**config.mk**
```make
export PLATFORM = sky130hd
export DESIGN_NAME = sha1_block_engine
export DESIGN_NICKNAME = d
export VERILOG_FILES = /design/src/rtl/sha1_eng_pkg.sv /design/src/rtl/sha1_eng_ctrl.sv /design/src/rtl/sha1_eng_sched.sv /design/src/rtl/sha1_eng_round.sv /design/src/rtl/sha1_block_engine.sv
export SDC_FILE = /design/constraint.sdc
export NUM_CORES = 2
export LEC_CHECK = 0
export BUFFER_PORTS_ARGS = -buffer_cell sky130_fd_sc_hd__buf_2
export CAP_MARGIN = 20
export CORE_MARGIN = 8
export CORE_UTILIZATION = 46
export DETAILED_ROUTE_END_ITERATION = 12
export REMOVE_ABC_BUFFERS = 1
export SLEW_MARGIN = 20
export SYNTH_ARGS = -nofsm -noshare
export SYNTH_HDL_FRONTEND = slang
export SYNTH_SLANG_ARGS = --single-unit
export TNS_END_PERCENT = 10
```
**constraint.sdc**
```tcl
create_clock -name clk -period 30.5 [get_ports clk]
set_clock_uncertainty 0.05 [all_clocks]
set_input_delay 0 -clock clk [delete_from_list [all_inputs] [get_ports clk]]
set_output_delay 0 -clock clk [all_outputs]
set_load 0.03 [all_outputs]
```
**src/rtl/sha1_eng_pkg.sv**
```systemverilog
package sha1_eng_pkg;

  localparam int WORD_W      = 32;
  localparam int BLOCK_WORDS = 16;
  localparam int ROUNDS      = 80;
  localparam int STAGE_LEN   = 20;
  localparam int VARS        = 5;
  localparam int RND_W       = $clog2(ROUNDS);

  typedef logic [WORD_W-1:0] word_t;

  typedef enum logic [1:0] {
    ST_IDLE = 2'b00,
    ST_RUN  = 2'b01,
    ST_FOLD = 2'b10
  } eng_state_t;

  typedef struct packed {
    word_t a;
    word_t b;
    word_t c;
    word_t d;
    word_t e;
  } vars_t;

  function automatic word_t rol(input word_t x, input int n);
    return (x << n) | (x >> (WORD_W - n));
  endfunction

  function automatic logic [1:0] stage_of(input logic [RND_W-1:0] rnd);
    if (rnd < RND_W'(STAGE_LEN))          return 2'd0;
    else if (rnd < RND_W'(2 * STAGE_LEN)) return 2'd1;
    else if (rnd < RND_W'(3 * STAGE_LEN)) return 2'd2;
    else                                  return 2'd3;
  endfunction

  function automatic word_t mix_fn(input logic [1:0] stg, input word_t b,
                                   input word_t c, input word_t d);
    case (stg)
      2'd0:    return (b & c) | (~b & d);
      2'd2:    return (b & c) | (b & d) | (c & d);
      default: return b ^ c ^ d;
    endcase
  endfunction

  function automatic word_t stage_const(input logic [1:0] stg);
    case (stg)
      2'd0:    return 32'h5A827999;
      2'd1:    return 32'h6ED9EBA1;
      2'd2:    return 32'h8F1BBCDC;
      default: return 32'hCA62C1D6;
    endcase
  endfunction

endpackage

```
**src/rtl/sha1_eng_ctrl.sv**
```systemverilog
module sha1_eng_ctrl
  import sha1_eng_pkg::*;
#(
  parameter int N_ROUNDS = ROUNDS
) (
  input  logic             clk,
  input  logic             rst,
  input  logic             start_i,
  output eng_state_t       state_o,
  output logic [RND_W-1:0] rnd_o,
  output logic             launch_o,
  output logic             step_o,
  output logic             fold_o
);

  localparam logic [RND_W-1:0] LAST_RND = RND_W'(N_ROUNDS - 1);

  eng_state_t       state_q;
  logic [RND_W-1:0] rnd_q;

  assign launch_o = (state_q == ST_IDLE) && start_i;
  assign step_o   = (state_q == ST_RUN);
  assign fold_o   = (state_q == ST_FOLD);
  assign state_o  = state_q;
  assign rnd_o    = rnd_q;

  always_ff @(posedge clk) begin
    if (rst) begin
      state_q <= ST_IDLE;
      rnd_q   <= '0;
    end else begin
      case (state_q)
        ST_IDLE: begin
          rnd_q <= '0;
          if (start_i) state_q <= ST_RUN;
        end
        ST_RUN: begin
          if (rnd_q == LAST_RND) begin
            state_q <= ST_FOLD;
            rnd_q   <= '0;
          end else begin
            rnd_q <= rnd_q + 1'b1;
          end
        end
        default: state_q <= ST_IDLE;
      endcase
    end
  end

  // counter never leaves 0..79 while running
  p_round_limit_r12: assert property (@(posedge clk) disable iff (rst)
    (state_q == ST_RUN) |-> (rnd_q <= LAST_RND));

  // running counter steps by one, a start pulse cannot restart it
  p_round_step_r12: assert property (@(posedge clk) disable iff (rst)
    (state_q == ST_RUN && rnd_q != LAST_RND) |=>
      (state_q == ST_RUN && rnd_q == $past(rnd_q) + 1'b1));

  // last round is followed by the fold cycle
  p_run_to_fold_r12: assert property (@(posedge clk) disable iff (rst)
    (state_q == ST_RUN && rnd_q == LAST_RND) |=> (state_q == ST_FOLD));

  // start outside idle is ignored
  p_start_ignored_r10: assert property (@(posedge clk) disable iff (rst)
    (state_q == ST_FOLD) |=> (state_q == ST_IDLE));

endmodule

```
**src/rtl/sha1_eng_sched.sv**
```systemverilog
module sha1_eng_sched
  import sha1_eng_pkg::*;
#(
  parameter int DEPTH = BLOCK_WORDS
) (
  input  logic  clk,
  input  logic  load_i,
  input  word_t load_word_i,
  input  logic  shift_i,
  output word_t w_o
);

  // Taps for the word sixteen places ahead of the head: t+13, t+8, t+2, t
  localparam int TAP_A = DEPTH - 3;
  localparam int TAP_B = DEPTH - 8;
  localparam int TAP_C = DEPTH - 14;

  word_t win_q [DEPTH];
  word_t next_word;
  word_t tail_in;

  assign next_word = rol(win_q[TAP_A] ^ win_q[TAP_B] ^ win_q[TAP_C] ^ win_q[0], 1);
  assign tail_in   = load_i ? load_word_i : next_word;
  assign w_o       = win_q[0];

  generate
    for (genvar i = 0; i < DEPTH - 1; i++) begin : g_win
      always_ff @(posedge clk) begin
        if (load_i || shift_i) win_q[i] <= win_q[i+1];
      end
    end
  endgenerate

  always_ff @(posedge clk) begin
    if (load_i || shift_i) win_q[DEPTH-1] <= tail_in;
  end

  // window is never loaded and advanced in the same cycle
  p_load_vs_shift_r11: assert property (@(posedge clk)
    !(load_i && shift_i));

endmodule

```
**src/rtl/sha1_eng_round.sv**
```systemverilog
module sha1_eng_round
  import sha1_eng_pkg::*;
(
  input  logic             clk,
  input  logic             rst,
  input  logic             init_i,
  input  vars_t            init_vars_i,
  input  logic             step_i,
  input  logic [RND_W-1:0] rnd_i,
  input  word_t            w_i,
  output vars_t            vars_o
);

  vars_t      v_q;
  vars_t      v_next;
  logic [1:0] stg;
  word_t      f_val;
  word_t      k_val;
  word_t      t_val;

  always_comb begin
    stg    = stage_of(rnd_i);
    f_val  = mix_fn(stg, v_q.b, v_q.c, v_q.d);
    k_val  = stage_const(stg);
    t_val  = rol(v_q.a, 5) + f_val + v_q.e + k_val + w_i;
    v_next = '{a: t_val, b: v_q.a, c: rol(v_q.b, 30), d: v_q.c, e: v_q.d};
  end

  always_ff @(posedge clk) begin
    if (rst)         v_q <= '0;
    else if (init_i) v_q <= init_vars_i;
    else if (step_i) v_q <= v_next;
  end

  assign vars_o = v_q;

  // a round shifts the variable chain b<-a, d<-c, e<-d
  p_var_shift_r12: assert property (@(posedge clk) disable iff (rst)
    (step_i && !init_i) |=>
      (v_q.b == $past(v_q.a) && v_q.d == $past(v_q.c) && v_q.e == $past(v_q.d)));

endmodule

```
**src/rtl/sha1_block_engine.sv**
```systemverilog
module sha1_block_engine
  import sha1_eng_pkg::*;
#(
  parameter int N_ROUNDS = ROUNDS,
  parameter int N_WORDS  = BLOCK_WORDS,
  parameter int W        = WORD_W
) (
  input  logic           clk,
  input  logic           rst,
  input  logic           start,
  input  logic           chain_sel,
  input  logic           load_en,
  input  logic [W-1:0]   load_word,
  input  logic [5*W-1:0] cv_in,
  output logic           busy,
  output logic           out_valid,
  output logic [5*W-1:0] digest
);

  localparam int BUSY_CYCLES = N_ROUNDS + 1;
  localparam int CNT_W       = $clog2(BUSY_CYCLES + 1) + 1;

  eng_state_t       state;
  logic [RND_W-1:0] rnd;
  logic             launch;
  logic             step;
  logic             fold;
  logic             load_ok;
  word_t            w_cur;
  vars_t            cv_q;
  vars_t            cv_sel;
  vars_t            vars;
  vars_t            result_q;
  logic             valid_q;

  sha1_eng_ctrl #(.N_ROUNDS(N_ROUNDS)) u_ctrl (
    .clk      (clk),
    .rst      (rst),
    .start_i  (start),
    .state_o  (state),
    .rnd_o    (rnd),
    .launch_o (launch),
    .step_o   (step),
    .fold_o   (fold)
  );

  assign load_ok = load_en && (state == ST_IDLE);

  sha1_eng_sched #(.DEPTH(N_WORDS)) u_sched (
    .clk         (clk),
    .load_i      (load_ok),
    .load_word_i (load_word),
    .shift_i     (step),
    .w_o         (w_cur)
  );

  assign cv_sel = chain_sel ? result_q : vars_t'(cv_in);

  sha1_eng_round u_round (
    .clk         (clk),
    .rst         (rst),
    .init_i      (launch),
    .init_vars_i (cv_sel),
    .step_i      (step),
    .rnd_i       (rnd),
    .w_i         (w_cur),
    .vars_o      (vars)
  );

  always_ff @(posedge clk) begin
    if (rst) begin
      cv_q     <= '0;
      result_q <= '0;
      valid_q  <= 1'b0;
    end else begin
      valid_q <= fold;
      if (launch) cv_q <= cv_sel;
      if (fold) begin
        result_q.a <= cv_q.a + vars.a;
        result_q.b <= cv_q.b + vars.b;
        result_q.c <= cv_q.c + vars.c;
        result_q.d <= cv_q.d + vars.d;
        result_q.e <= cv_q.e + vars.e;
      end
    end
  end

  assign busy      = (state != ST_IDLE);
  assign out_valid = valid_q;
  assign digest    = result_q;

  // Busy window length tracker for R3
  logic [CNT_W-1:0] busy_len;
  always_ff @(posedge clk) begin
    if (rst || !busy) busy_len <= '0;
    else              busy_len <= busy_len + 1'b1;
  end

  p_busy_rise_r2: assert property (@(posedge clk) disable iff (rst)
    (!busy && start) |=> busy);

  p_busy_len_r3: assert property (@(posedge clk) disable iff (rst)
    $fell(busy) |-> (busy_len == CNT_W'(BUSY_CYCLES)));

  p_valid_edge_r4: assert property (@(posedge clk) disable iff (rst)
    out_valid |-> (!busy && $past(busy)));

  p_valid_pulse_r4: assert property (@(posedge clk) disable iff (rst)
    out_valid |=> !out_valid);

  p_no_load_busy_r11: assert property (@(posedge clk) disable iff (rst)
    load_ok |-> !busy);

  p_digest_hold_r13: assert property (@(posedge clk) disable iff (rst)
    !out_valid |=> (out_valid || $stable(digest)));

endmodule

```
==> results by group <==
GRT
  • Pin count of the biggest net entering global routing: 207
  • Total gr overflow: 0
  • Total track usage: 24.3%
  • Vias in the first global route: 35700
  • Global-route wire length before repair: approximately 220000 µm
  • Initial antenna violation count: 0

Flow run
  • Max cap viols: 0

Synthesis
  • Mux share of post-synthesis cell area: 4.08%
  • Post-synthesis cell type count: between 70 and 80
  • Synth warnings: 0
  • Share of the synthesized area in the top cell type: between 30% and 40%
  • Largest family of logic cells by synthesized area: compound AO/OA/AOI/OAI gates
  • Synthesized area: 0.0488 mm²
  • Synth Area in XOR/XNOR: about 4.3%
  • Sequential cell area fraction in the yosys report: about half
  • Basic-gate share of the synthesized area counting and, or, nand and nor cells: 9.84%
  • Synth Area in Compound Gates: 15.8%
  • Flops & latches, synth: 1002
  • Synth area leaders: edfxtp_1 (31%), dfxtp_1 (20%), fa_1 (5.1%)
  • Synth Area in Adders: 10.2%
  • Ys flop type: edfxtp_1
  • Biggest area consumer among synthesized cells: edfxtp_1
  • Post-synth EDFFs: 512
  • Mean Syn Cell Area: 10.4 µm²
  • Async S/R FF share, synth: 0%
  • Post-Synthesis Cells: between 4000 and 5000

Finish
  • Syn-to-layout area delta: 18.1%
  • Cell Count, Final, Fillers Out: 6658
  • Filler cells: 9290
  • Nets: 5697
  • Fraction of layout cells with a size suffix above 1: 11.7%
  • Area taken by multi-input logic gates: around 0.022 mm²
  • Register area: approximately 0.025 mm²
  • Antenna diodes: 0

Worst setup path
  • Worst-path cell chain: nor2_1, o21ai_0, a221o_1, inv_1, ha_1, inv_1, buf_4, o221a_2, a21oi_1, fa_1, inv_1, fa_1, inv_1, ha_1, a21o_1, a21o_1, a21o_1, a2111oi_0, o21ba_2, a211oi_1, a211oi_1, a21boi_0, mux2i_1, a2111oi_0
  • Cell repeated most along the worst path: inv_1
  • Reg-to-reg slack, setup: 23090 ps
  • Stages on worst setup path: 24
  • CP Capture Type: flop
  • Critical-path top delay cell: inv_1
  • CP delay by family, top: compound AO/OA/AOI/OAI gates
  • Reg2reg start: u_ctrl.rnd_o[2]
  • Worst path required time: 31030 ps
  • CP Data Arrival Time: 7940 ps
  • Crit-path max FO: 26
  • CP Launch Type: flop
  • Worst r2r dst: u_round.vars_o[157]
  • Worst Path Buf+Inv: 5
  • Largest stage delay on the critical path: 700 ps
  • Crit path kind: reg -> reg
  • Worst reg-to-reg path cell count: 24

Power
  • Cell Int Power: 2.87 mW
  • Combinational Power Share: a little over a quarter
  • Sw Ratio: 32.0%
  • Leakage: 23.4 nW
  • Clock power share: 31.4%
  • Net Switching: 1.35 mW
  • Worst vdd ir: about 0.000055 V
  • Flop pwr share: between 40 and 50%
  • Pwr Density: 73.1 mW/mm²

Drt
  • DR DRC count: 0
  • Via count: 37000
  • Drt total wl: 147000 µm
  • Routed WL per cell: 22.1 µm
  • Final ANT Viol Nets: 0
  • Initial DRT Pass Iterations: 5
  • Initial DRC count: between 3000 and 4000
  • Routed vias/inst: 5.55

Timing
  • Final period util: ~24%
  • Fin. Hold Viols: 0
  • Sum Neg Setup Slack: 0 ps
  • FMAX: approximately 0.13 GHz
  • Final setup vio count: 0
  • RSZ-0062 raised after global routing: no
  • Worst Tran Pin Value: between 1000 and 1500 ps
  • Final worst path period need: 7410 ps
  • Slew margin rel.: 20.8%
  • Final-report max-slew violation count: 0

Floorplan
  • Core area: 0.105 mm²
  • Die Y: 342 µm
  • Rows: 119
  • Die area: around 0.12 mm²
  • Ports: around 360
  • Die Wd: 342 µm
  • Initial core utilization: 46.4%

Min path
  • Hold Crit Start: load_word[30]
  • Hold WC Path Type: in -> reg
  • Worst Hold Path EP: u_sched.win_q[1][254]
  • Cell count of the worst hold path: 4

Clock tree
  • Clock Latency Late Sink: 710 ps
  • Post-CTS Setup Repair Bufs: 0
  • # resized after CTS: 0
  • Num CTS Buffers: 106
  • Total clock sinks: 1002
  • Clk buf depth: 3
  • Clock tree from TritonCTS: done
  • Clock root cell: clkbuf_16
  • Htree depth: 3
  • Worst-path clk slew: approximately 70 ps

Placement
  • I/O Buffers: about 360
  • Placed Cells: 6246
  • HPWL Detailed: about 110000 µm
  • Gpl congestion: 0.921

Outcome
  • Outcome: finished clean
-- Yosys cell counts (5+ instances only) --
cell,n
clkbuf_1,209
o221a_2,21
buf_1,14
nand2b_1,19
a211oi_1,66
inv_1,320
a21o_1,86
or3_1,14
xor2_1,45
nand3_1,46
dfxtp_1,490
ha_1,197
xnor2_1,196
nand2_1,574
a311oi_1,6
fa_1,125
o21a_1,30
and3_1,20
a21oi_1,462
nor2_1,341
nor4b_1,6
a41oi_1,5
a31oi_1,19
nand4_1,17
mux2_2,6
edfxtp_1,512
a2111oi_0,5
a211o_1,6
o31ai_1,8
o22ai_1,17
nor3_1,30
a221o_1,9
mux2i_1,192
and2_1,12
o311ai_0,5
nor3b_1,8
o211ai_1,149
o21ai_0,255
nor2b_1,25
a21boi_0,11
or2_2,9
o21bai_1,24
-- registers in the layout (all words and copies together), names as in the netlist --
register        flops
u_sched.win_q     512
cv_q              160
digest            160
u_round.vars_o    160
u_ctrl.rnd_o        7
u_ctrl.state_o      2
out_valid           1
-- tightest hold or removal path, cell delays in order --
cell and delay [ps]:
dlygate4sd3_1 520, buf_2 100, nor2_1 30, a21oi_1 100
-- power groups by stage --
| stage | combinational [mW] | clock [mW] | sequential (mW) |
|---|---|---|---|
| final | 1.15 | 1.32 | 1.74 |
| after global routing | 1.29 | 1.40 | 1.75 |
| after CTS | 1.15 | 1.35 | 1.73 |
| after detailed placement | 1.12 | 0 | 1.76 |
| after global placement | 1.11 | 0 | 1.76 |
| after floorplan | 0.835 | 0 | 1.73 |
-- worst max path at each step --
| stage | from | slack (ps) | end |
|---|---|---|---|
| finish | u_ctrl.rnd_o[2] | 23090 | u_round.vars_o[157] |
| global route | u_ctrl.rnd_o[2] | 22510 | u_round.vars_o[157] |
| CTS | u_ctrl.rnd_o[2] | 23080 | u_round.vars_o[157] |
| detailed placement | u_ctrl.rnd_o[2] | 23110 | u_round.vars_o[157] |
| global placement | u_ctrl.rnd_o[2] | 23320 | u_round.vars_o[157] |
| floorplan | u_ctrl.state_o[0] | 7330 | u_sched.win_q[0][0] |
-- per-stage QoR --
step	utilization, %	cell area, µm²	power [mW]	worst slack, ps	hold slack, ps
floorplan	-	48000	2.56	7330	19.1
global placement	49.3	51900	2.87	23320	274
detailed placement	49.3	51900	2.88	23110	277
CTS	54.7	57600	4.24	23080	64.0
global route	54.8	57600	4.44	22510	97.5
finish	54.8	57600	4.21	23090	119
-- layout by cell type, fill, tap and decap left out, drive strengths merged, types with 16 or more instances in the layout --
master,instances
o211ai,149
a211oi,69
inv,321
fa,125
o21bai,24
a21oi,462
mux2i,192
nand4,17
ha,197
nand3,46
o22ai,17
nor2,342
nand2,575
nor3,30
clkinv,34
o21ai,260
nor2b,25
a31oi,19
clkbuf,146
nand2b,19
a21o,88
buf,392
edfxtp,512
dlygate4sd3,214
or3,16
dfxtp,490
o221a,21
o21a,30
xor2,45
xnor2,196
and3,20
-- area by class of cell --
| class | instances | area share, % |
|---|---|---|
| clock buffer | 146 | 5.16 |
| clock inverter | 51 | 1.07 |
| inverter | 320 | 2.08 |
| multi-input combinational | 3142 | 37.5 |
| sequential | 1002 | 43.7 |
| tap | 1391 | 3.02 |
| timing repair buffer | 606 | 7.44 |
-- logic make-up after synthesis --
kind of cell,count (synthesis)
buffers and inverters,543
AND/OR/NAND/NOR,1141
AO/OA/AOI/OAI,1240
flip-flops,1002
multiplexers,198
adder cells (fa/ha/maj),322
XOR/XNOR,241
-- repair_timing --
item	CTS	global route
endpoints found under the hold margin	392	0
hold buffers	214	0
endpoints found under the setup margin	0	0
-- metal layers --
metal	share of wire [%]	track usage (%)	wire, µm	up-vias
met3	5.8	3.71	8480	222
met1	46	34.4	67000	18100
li1	-	-	-	17600
met4	3.5	8.18	5130	0
met5	0	0	0	-
met2	45	38.1	66600	1116
Note: power is estimated with default switching activity, not from simulation.
